### config.mk
export PLATFORM = sky130hd
export DESIGN_NAME = sdram_col_engine
export DESIGN_NICKNAME = d
export VERILOG_FILES = /design/src/rtl/sdram_col_pkg.sv /design/src/rtl/sdram_col_ctr.sv /design/src/rtl/sdram_col_array.sv /design/src/rtl/sdram_col_rd_pipe.sv /design/src/rtl/sdram_col_engine.sv
export SDC_FILE = /design/constraint.sdc
export NUM_CORES = 1
export LEC_CHECK = 0
export BUFFER_PORTS_ARGS = -buffer_cell sky130_fd_sc_hd__buf_2
export CORE_AREA = 2 2 146 105
export DETAILED_ROUTE_END_ITERATION = 8
export DIE_AREA = 0 0 148 107
export PLACE_DENSITY = 0.71
export SYNTH_ARGS = -nofsm -noshare
export SYNTH_HDL_FRONTEND = slang
export SYNTH_SLANG_ARGS = --single-unit
### constraint.sdc
create_clock -name clk_i -period 2.6 [get_ports clk_i]
set_input_delay 0.26 -clock clk_i [delete_from_list [all_inputs] [get_ports clk_i]]
set_output_delay 0.26 -clock clk_i [all_outputs]
set_load 0.02 [all_outputs]
### src/rtl/sdram_col_pkg.sv
package sdram_col_pkg;
  typedef enum logic [1:0] {
    CMD_NOP   = 2'b00,
    CMD_READ  = 2'b01,
    CMD_WRITE = 2'b10,
    CMD_NOP_X = 2'b11
  } cmd_e;

  localparam int unsigned BL_CODE_W = 2;
  localparam int unsigned MAX_BL    = 8;
  localparam int unsigned LEN_W     = $clog2(MAX_BL) + 1;

  function automatic logic [LEN_W-1:0] bl_words(input logic [BL_CODE_W-1:0] code);
    return LEN_W'(1) << code;
  endfunction
endpackage

### src/rtl/sdram_col_ctr.sv
module sdram_col_ctr
  import sdram_col_pkg::*;
#(
  parameter int unsigned COL_W = 4
) (
  input  logic                 clk_i,
  input  logic                 rst_ni,
  input  logic                 en_i,
  input  logic                 rd_go_i,
  input  logic                 wr_go_i,
  input  logic [COL_W-1:0]     col_i,
  input  logic [BL_CODE_W-1:0] bl_code_i,
  input  logic                 single_wr_i,
  output logic [COL_W-1:0]     cur_col_o,
  output logic [LEN_W-1:0]     left_o,
  output logic                 fetch_o,
  output logic                 wr_en_o,
  output logic [COL_W-1:0]     wr_addr_o
);
  logic is_rd_q;
  logic step;

  function automatic logic [COL_W-1:0] next_col(input logic [COL_W-1:0] c,
                                                input logic [BL_CODE_W-1:0] code);
    logic [COL_W-1:0] mask;
    mask = COL_W'((1 << code) - 1);
    return (c & ~mask) | ((c + COL_W'(1)) & mask);
  endfunction

  assign step      = en_i && !rd_go_i && !wr_go_i && (left_o != '0);
  assign fetch_o   = step && is_rd_q;
  assign wr_en_o   = wr_go_i || (step && !is_rd_q);
  assign wr_addr_o = wr_go_i ? col_i : cur_col_o;

  always_ff @(posedge clk_i or negedge rst_ni) begin
    if (!rst_ni) begin
      cur_col_o <= '0;
      left_o    <= '0;
      is_rd_q   <= 1'b0;
    end else if (en_i) begin
      if (rd_go_i) begin
        cur_col_o <= col_i;
        left_o    <= bl_words(bl_code_i);
        is_rd_q   <= 1'b1;
      end else if (wr_go_i) begin
        cur_col_o <= next_col(col_i, bl_code_i);
        left_o    <= single_wr_i ? '0 : bl_words(bl_code_i) - LEN_W'(1);
        is_rd_q   <= 1'b0;
      end else if (left_o != '0) begin
        cur_col_o <= next_col(cur_col_o, bl_code_i);
        left_o    <= left_o - LEN_W'(1);
      end
    end
  end
endmodule

### src/rtl/sdram_col_array.sv
module sdram_col_array #(
  parameter int unsigned COL_W = 4,
  parameter int unsigned DQ_W  = 8
) (
  input  logic             clk_i,
  input  logic             rst_ni,
  input  logic             we_i,
  input  logic [COL_W-1:0] waddr_i,
  input  logic [DQ_W-1:0]  wdata_i,
  input  logic [COL_W-1:0] raddr_i,
  output logic [DQ_W-1:0]  rdata_o
);
  localparam int unsigned DEPTH = 1 << COL_W;

  logic [DQ_W-1:0] mem_q [DEPTH];

  for (genvar i = 0; i < DEPTH; i++) begin : g_word
    always_ff @(posedge clk_i or negedge rst_ni) begin
      if (!rst_ni)                               mem_q[i] <= '0;
      else if (we_i && waddr_i == COL_W'(i))     mem_q[i] <= wdata_i;
    end
  end

  assign rdata_o = mem_q[raddr_i];
endmodule

### src/rtl/sdram_col_rd_pipe.sv
module sdram_col_rd_pipe #(
  parameter int unsigned DQ_W    = 8,
  parameter int unsigned CAS_LAT = 2
) (
  input  logic            clk_i,
  input  logic            rst_ni,
  input  logic            en_i,
  input  logic            fetch_i,
  input  logic [DQ_W-1:0] din_i,
  output logic [DQ_W-1:0] dout_o,
  output logic            vld_o,
  output logic            busy_o
);
  logic [DQ_W-1:0]    dat_q [CAS_LAT];
  logic [CAS_LAT-1:0] vld_q;

  // stage 0 holds the word fetched on the edge after the command
  always_ff @(posedge clk_i or negedge rst_ni) begin
    if (!rst_ni) begin
      dat_q[0] <= '0;
      vld_q[0] <= 1'b0;
    end else if (en_i) begin
      vld_q[0] <= fetch_i;
      if (fetch_i) dat_q[0] <= din_i;
    end
  end

  for (genvar s = 1; s < CAS_LAT; s++) begin : g_stage
    always_ff @(posedge clk_i or negedge rst_ni) begin
      if (!rst_ni) begin
        dat_q[s] <= '0;
        vld_q[s] <= 1'b0;
      end else if (en_i) begin
        vld_q[s] <= vld_q[s-1];
        if (vld_q[s-1]) dat_q[s] <= dat_q[s-1];
      end
    end
  end

  assign dout_o = dat_q[CAS_LAT-1];
  assign vld_o  = vld_q[CAS_LAT-1];
  assign busy_o = |vld_q;
endmodule

### src/rtl/sdram_col_engine.sv
module sdram_col_engine
  import sdram_col_pkg::*;
#(
  parameter int unsigned COL_W   = 4,
  parameter int unsigned DQ_W    = 8,
  parameter int unsigned CAS_LAT = 2
) (
  input  logic                 clk_i,
  input  logic                 rst_ni,
  input  logic                 cke_i,
  input  logic [1:0]           cmd_i,
  input  logic [COL_W-1:0]     col_i,
  input  logic [DQ_W-1:0]      wdata_i,
  input  logic [BL_CODE_W-1:0] bl_code_i,
  input  logic                 single_wr_i,
  output logic [DQ_W-1:0]      rdata_o,
  output logic                 rdata_vld_o
);
  logic             cke_q;
  logic             active;
  logic             en;
  logic             rd_go, wr_go;
  logic [COL_W-1:0] cur_col;
  logic [LEN_W-1:0] words_left;
  logic             fetch;
  logic             wr_en;
  logic [COL_W-1:0] wr_addr;
  logic [DQ_W-1:0]  arr_rdata;
  logic             pipe_busy;

  always_ff @(posedge clk_i or negedge rst_ni) begin
    if (!rst_ni) cke_q <= 1'b1;
    else         cke_q <= cke_i;
  end

  // suspend applies only while a burst or read word is in flight
  assign active = (words_left != '0) || pipe_busy;
  assign en     = cke_q || !active;
  assign rd_go  = en && (cmd_i == CMD_READ);
  assign wr_go  = en && (cmd_i == CMD_WRITE);

  sdram_col_ctr #(.COL_W(COL_W)) u_ctr (
    .clk_i       (clk_i),
    .rst_ni      (rst_ni),
    .en_i        (en),
    .rd_go_i     (rd_go),
    .wr_go_i     (wr_go),
    .col_i       (col_i),
    .bl_code_i   (bl_code_i),
    .single_wr_i (single_wr_i),
    .cur_col_o   (cur_col),
    .left_o      (words_left),
    .fetch_o     (fetch),
    .wr_en_o     (wr_en),
    .wr_addr_o   (wr_addr)
  );

  sdram_col_array #(.COL_W(COL_W), .DQ_W(DQ_W)) u_array (
    .clk_i   (clk_i),
    .rst_ni  (rst_ni),
    .we_i    (wr_en),
    .waddr_i (wr_addr),
    .wdata_i (wdata_i),
    .raddr_i (cur_col),
    .rdata_o (arr_rdata)
  );

  sdram_col_rd_pipe #(.DQ_W(DQ_W), .CAS_LAT(CAS_LAT)) u_pipe (
    .clk_i   (clk_i),
    .rst_ni  (rst_ni),
    .en_i    (en),
    .fetch_i (fetch),
    .din_i   (arr_rdata),
    .dout_o  (rdata_o),
    .vld_o   (rdata_vld_o),
    .busy_o  (pipe_busy)
  );
endmodule

## Yosys cells after proc, flatten, opt, wreduce, memory -nomap -nowiden

Cells that the tools add are included.

- Input port bits: 20
- Bits in registers: 156
- Output and inout bits: 9
- Word-level logic and storage cells: 109

- Add/subtract/negate cells: 5
- Equal/unequal tests: 17
- Order comparisons: 1
- Multiplexer cells: 13
- Reduce and logical (&&, ||, !) cells: 39
- Shift operators: 2
- Bitwise gates (word level): 8

Operator list:

| cell | number |
|---|---|
| $bmux W8 S4 | 1 |
| $eq A4 B4 Y1 const B | 8 |
| $mux W4 | 8 |
| $logic_and A1 B1 Y1 | 23 |
| $and A4 B4 Y4 | 4 |
| $eq A4 B3 Y1 const B | 4 |
| $mux W8 | 2 |
| $add A4 B1 Y4 const B | 2 |
| $eq A4 B2 Y1 const B | 2 |
| $or A4 B4 Y4 | 2 |
| $reduce_and A2 Y1 | 4 |
| $shl A1 B2 Y4 const A | 2 |
| $sub A4 B1 Y4 const B | 2 |
| $ge A5 B5 Y1 const B | 1 |
| $not A4 Y5 | 1 |
| $eq A4 B1 Y1 const B | 1 |
| $logic_not A1 Y1 | 4 |
| $logic_not A4 Y1 | 1 |
| $not A4 Y4 | 1 |
| $reduce_bool A4 Y1 | 1 |
| $sub A4 B2 Y4 const B | 1 |
| $logic_or A1 B1 Y1 | 3 |
| $reduce_bool A3 Y1 | 1 |
| $eq A2 B1 Y1 const B | 1 |
| 4 further kinds | 5 |

## Logic depth before layout (Yosys ltp)

- Word-level depth: 12
- Depth in mapped cells: 9
- Gate-level depth less buffers: 7

## Hierarchy

A second synthesis with hierarchy kept.

- Cell total of the unflattened synthesis: 510
- Area, all modules: 7,493.4 µm²

Modules (own cells, without submodules):

| module | instances | cells each | area an instance (µm²) |
|---|---|---|---|
| sdram_col_array | 1 | 364 | 5,903.2 |
| sdram_col_ctr | 1 | 87 | 777.0 |
| sdram_col_rd_pipe | 1 | 49 | 724.4 |
| sdram_col_engine | 1 | 10 | 88.8 |

## Worst setup path before layout

No wires, ideal clock.

- Path kind: register -> register
- Start point: register u_ctr.left_o[0]
- End point: register u_array.mem_q[32] (netlist name)
- Setup time: 0.125 ns
- Required time: 2.475 ns
- Stages on the path, launching flop included: 10
- Setup slack: 0.292 ns
- Arrival: 2.183 ns
- Cells stage by stage: dfrtp_1 -> inv_1 -> ha_1 -> nor3b_4 -> a2bb2oi_2 -> buf_6 -> o22ai_4 -> and3_1 -> buf_6 -> mux2_4

- Word-level cells in the longest chain between the ends: 12

RTL lines:

| element | line | source |
|---|---|---|
| start, declared | sdram_col_ctr.sv:15 | `output logic [LEN_W-1:0] left_o,` |
| start signal, assigned | sdram_col_ctr.sv:43 | `left_o <= bl_words(bl_code_i);` |
| start signal, assigned | sdram_col_ctr.sv:47 | `left_o <= single_wr_i ? '0 : bl_words(bl_code_i) - LEN_W'(1);` |
| start signal, assigned | sdram_col_ctr.sv:51 | `left_o <= left_o - LEN_W'(1);` |
| $reduce_bool A4 Y1 * | sdram_col_ctr.sv:30, sdram_col_engine.sv:37 |  |
| $logic_or A1 B1 Y1 | sdram_col_engine.sv:37 | `assign active = (words_left != '0) \|\| pipe_busy;` |
| $logic_not A1 Y1 | sdram_col_engine.sv:38 | `assign en = cke_q \|\| !active;` |
| $logic_or A1 B1 Y1 | sdram_col_engine.sv:38 |  |
| $logic_and A1 B1 Y1 | sdram_col_engine.sv:39 | `assign rd_go = en && (cmd_i == CMD_READ);` |
| $logic_not A1 Y1 | sdram_col_ctr.sv:30 | `assign step = en_i && !rd_go_i && !wr_go_i && (left_o != '0);` |
| $logic_and A1 B1 Y1 (3 in series) | sdram_col_ctr.sv:30 |  |
| $logic_and A1 B1 Y1 | sdram_col_ctr.sv:32 | `assign wr_en_o = wr_go_i \|\| (step && !is_rd_q);` |
| $logic_or A1 B1 Y1 | sdram_col_ctr.sv:32 |  |
| $logic_and A1 B1 Y1 * | sdram_col_array.sv:20 | `else if (we_i && waddr_i == COL_W'(i)) mem_q[i] <= wdata_i;` |
| end signal, assigned by index | sdram_col_array.sv:20 |  |
| end, declared | sdram_col_array.sv:15 | `logic [DQ_W-1:0] mem_q [DEPTH];` |

Mark *: on every way between the ends. The rest lies on a longest branch, timed or not.
A chain may end at the register's enable or synchronous reset.

## Worst setup path after layout

- Start point: register u_ctr.left_o[0]
- End point: register u_array.mem_q[108] (netlist name)

Same word-level chain as after synthesis.

==> run summary <==
outcome: completed
distinct cell type count after synthesis: 58
Num Clock Sinks: 156
Crit path max-delay family: simple AND/OR/NAND/NOR gates
leading area contributor after synthesis: dfrtp_1
Mapped Cells: 543
Seq/Total Area, Yosys: 50.1%
grt peak-use layer: met1
Inst Count DP: 753
Hold Crit Class: input pin to flip-flop
Most used DFF post-synth: dfrtp_1
Core Area: 14400 um^2
Clk Latency, worst-skew pair: 0.42 ns
flop-to-flop setup slack: 0.14 ns
Die H: 107 um
GR Overflow Total: 0
H-tree depth: 4
clock skew: 0.00882 ns
worst path buffer plus inverter count: 1
Final Hold Viols: 0
row count: 37
Area contributors post-synth: dfrtp_1 50%, mux2_2 16%, mux4_2 9.2%
Tightest Pin Transition: 0.626 ns
top-area cell type share of the netlist area: 49.8%
required time worst endpoint: 2.90 ns
Post-synth EDFFs: 0
register bit total from synthesis: 156
GRT met1 Usage: 35.8%
DP Area: 8190 um^2
Worst-path clk slew: 0.07 ns
drt pass-1 iters: 4
count leader, synth: dfrtp_1
Arr. time, crit path: 2.76 ns
initial antenna violation count: 0
MaxCap Viol Count: 0
Max FO, Critical Path: 9
syn_nets: 566
Avg Synthesized Cell Area: 14.4 um^2
Post-CTS Setup Bufs: 0
Tmin final: 2.46 ns
RSZ-0062 raised after global routing: false
Final Cycle Share: 94.7%
GRT met2 Usage: 33.5%
detailed-route wire length: 17000 um
Util after Layout: 61.1%
drt wl/cell: 21.6 um
Area growth, synth to finish: 13.3%
ys async rst share: 100%
DR vias: 4717
post-route ant nets: 0
met3 Use GR: 3.70%
routability congestion estimate: 0.915
largest net degree at the start of global routing: 67
CP peak stage delay: 0.50 ns
DR vias/cell: 5.99
IO Count: 29
CP Launch Point: u_ctr.left_o[0]$_DFFE_PN0P_
Final Max Tran Viols: 0
All-Layer GR Usage: 23.0%
crit path cell chain: inv_1 -> ha_1 -> or3b_1 -> nand4_1 -> o32ai_4 -> nand2_2 -> mux2_2
CTS tree: yes
Setup Total Neg Slack: 0 ns
initial DRC count: 334
clk buf depth: 2
Max-slew headroom: 58.3%
Final setup viols: 0
Synth top cells by count: 155 x dfrtp_1, 113 x mux2_2, 32 x mux4_2
RR Startpoint: u_ctr.left_o[0]$_DFFE_PN0P_
area of the die: 15800 um^2
dpl hpwl: 11300 um
clock root cell: clkbuf_16
post-route cell area: 8830 um^2
# port buffers: 28
Post-Syn Area: 7790 um^2
Critical Path Sink Type: flip-flop
Crit Path Class: flip-flop to flip-flop
P per Cell Area: 1190 nW/um^2
Worst path slowest cell: or3b_1
vias in the first global route: 4762
Final Non-Filler Cells: 787
P_leak: 3.96 nW
Residual DRC: 0
Peak VDD IR: 0.560 mV
share of layout cells above drive strength 1: 48.3%
Num CTS Buffers: 17
Hold Startpoint: cmd_i[0]
first-pass GRT wire length: 27200 um
Initial Utilization: 54.0%
Die Span X: 148 um
FILL cells: 1098
# diodes: 0
number of warnings issued by yosys: 0
Max Clock Freq: 0.406 GHz
Nets: 602
CP Launch Type: flip-flop
[cell type report]
cell class / count / area (um^2) / area share [%]
Sequential cell: 156 / 3910 / 44.2
Inverter: 10 / 37.5 / 0.425
Clock inverter: 12 / 163 / 1.84
Multi-Input combinational cell: 335 / 3610 / 40.9
Clock buffer: 20 / 447 / 5.06
Timing Repair Buffer: 59 / 422 / 4.78
Tap cell: 195 / 244 / 2.76
[worst min-delay path, cell delays in order]
cell     delay (ns)
buf_2          0.15
o21ai_0        0.10
o21ai_0        0.07
[timing repair]
action | 4_1_cts | 5_1_grt
resized for setup | 0 | 3
endpoints found under the hold margin | 63 | 0
hold buffers | 2 | 0
setup endpoints to repair | 0 | 16
[worst paths after layout]
kind | to | cells after the start
setup / recovery | u_array.mem_q[108]$_DFFE_PN0P_ | 7
hold / removal | u_ctr.is_rd_q$_DFFE_PN0P_ | 3
setup reg to reg | u_array.mem_q[108]$_DFFE_PN0P_ | 7
hold reg to reg | u_pipe.dout_o[1]$_DFFE_PN0P_ | 1
max in group asynchronous | u_ctr.cur_col_o[0]$_DFFE_PN0P_ | 3
min in group asynchronous | u_pipe.dout_o[7]$_DFFE_PN0P_ | 2
[state kept, by name, indices dropped and copies added (netlist names), named ones only]
signal / flops
u_array.mem_q: 128
u_ctr.is_rd_q: 1
u_pipe.vld_o: 1
u_ctr.cur_col_o: 1
u_ctr.left_o: 4
u_pipe.dout_o: 8
u_pipe.vld_q: 1
cke_q: 1
u_pipe.dat_q: 8
[cells in the final DEF (no fill, tap or decap), types with 7 or more instances in the layout]
master / count
dfrtp_1: 154
mux2_2: 113
mux4_2: 32
buf_2: 27
buf_4: 26
mux2_4: 24
nor2_1: 20
a211oi_1: 17
clkbuf_16: 17
o21ai_0: 14
a21oi_1: 12
nand2_1: 10
inv_1: 9
mux2i_1: 9
nor2b_1: 7
nand2_2: 7
[cell families (layout without fill, tap and decap cells)]
| logic type | after synthesis | after routing | synth area share, % |
|---|---|---|---|
| DFF | 156 | 156 | 50.1 |
| adders and majority gates | 3 | 3 | 0.482 |
| xor gates and xnor gates | 4 | 4 | 0.450 |
| muxes | 183 | 183 | 32.7 |
| and+or+nand+nor | 77 | 77 | 6.18 |
| AOI/OAI and AO/OA | 68 | 68 | 6.39 |
| buffers and inverters | 52 | 101 | 3.72 |
[where the power goes]
| part | internal, W | switching, W |
|---|---|---|
| combinational | 0.00217 | 0.00159 |
| sequential | 0.00352 | 0.000647 |
| clock | 0.00155 | 0.00103 |
[metal layers]
metal	vias to the layer above	part of all wire, %
li1	2098	-
met5	-	0
met2	114	45
met1	2492	50
met4	0	1.1
met3	13	4.3
[per-stage QoR]
stage	hold slack, ns	worst slack, ns	total power [W]
after floorplan	-0.0356	0.292	0.00701
after global placement	0.298	0.193	0.00776
after detailed placement	0.302	0.0751	0.00794
after CTS	0.186	0.0544	0.0105
after global routing	0.223	0.0194	0.0111
final	0.198	0.137	0.0105
Note: power is estimated with default switching activity, not from simulation.
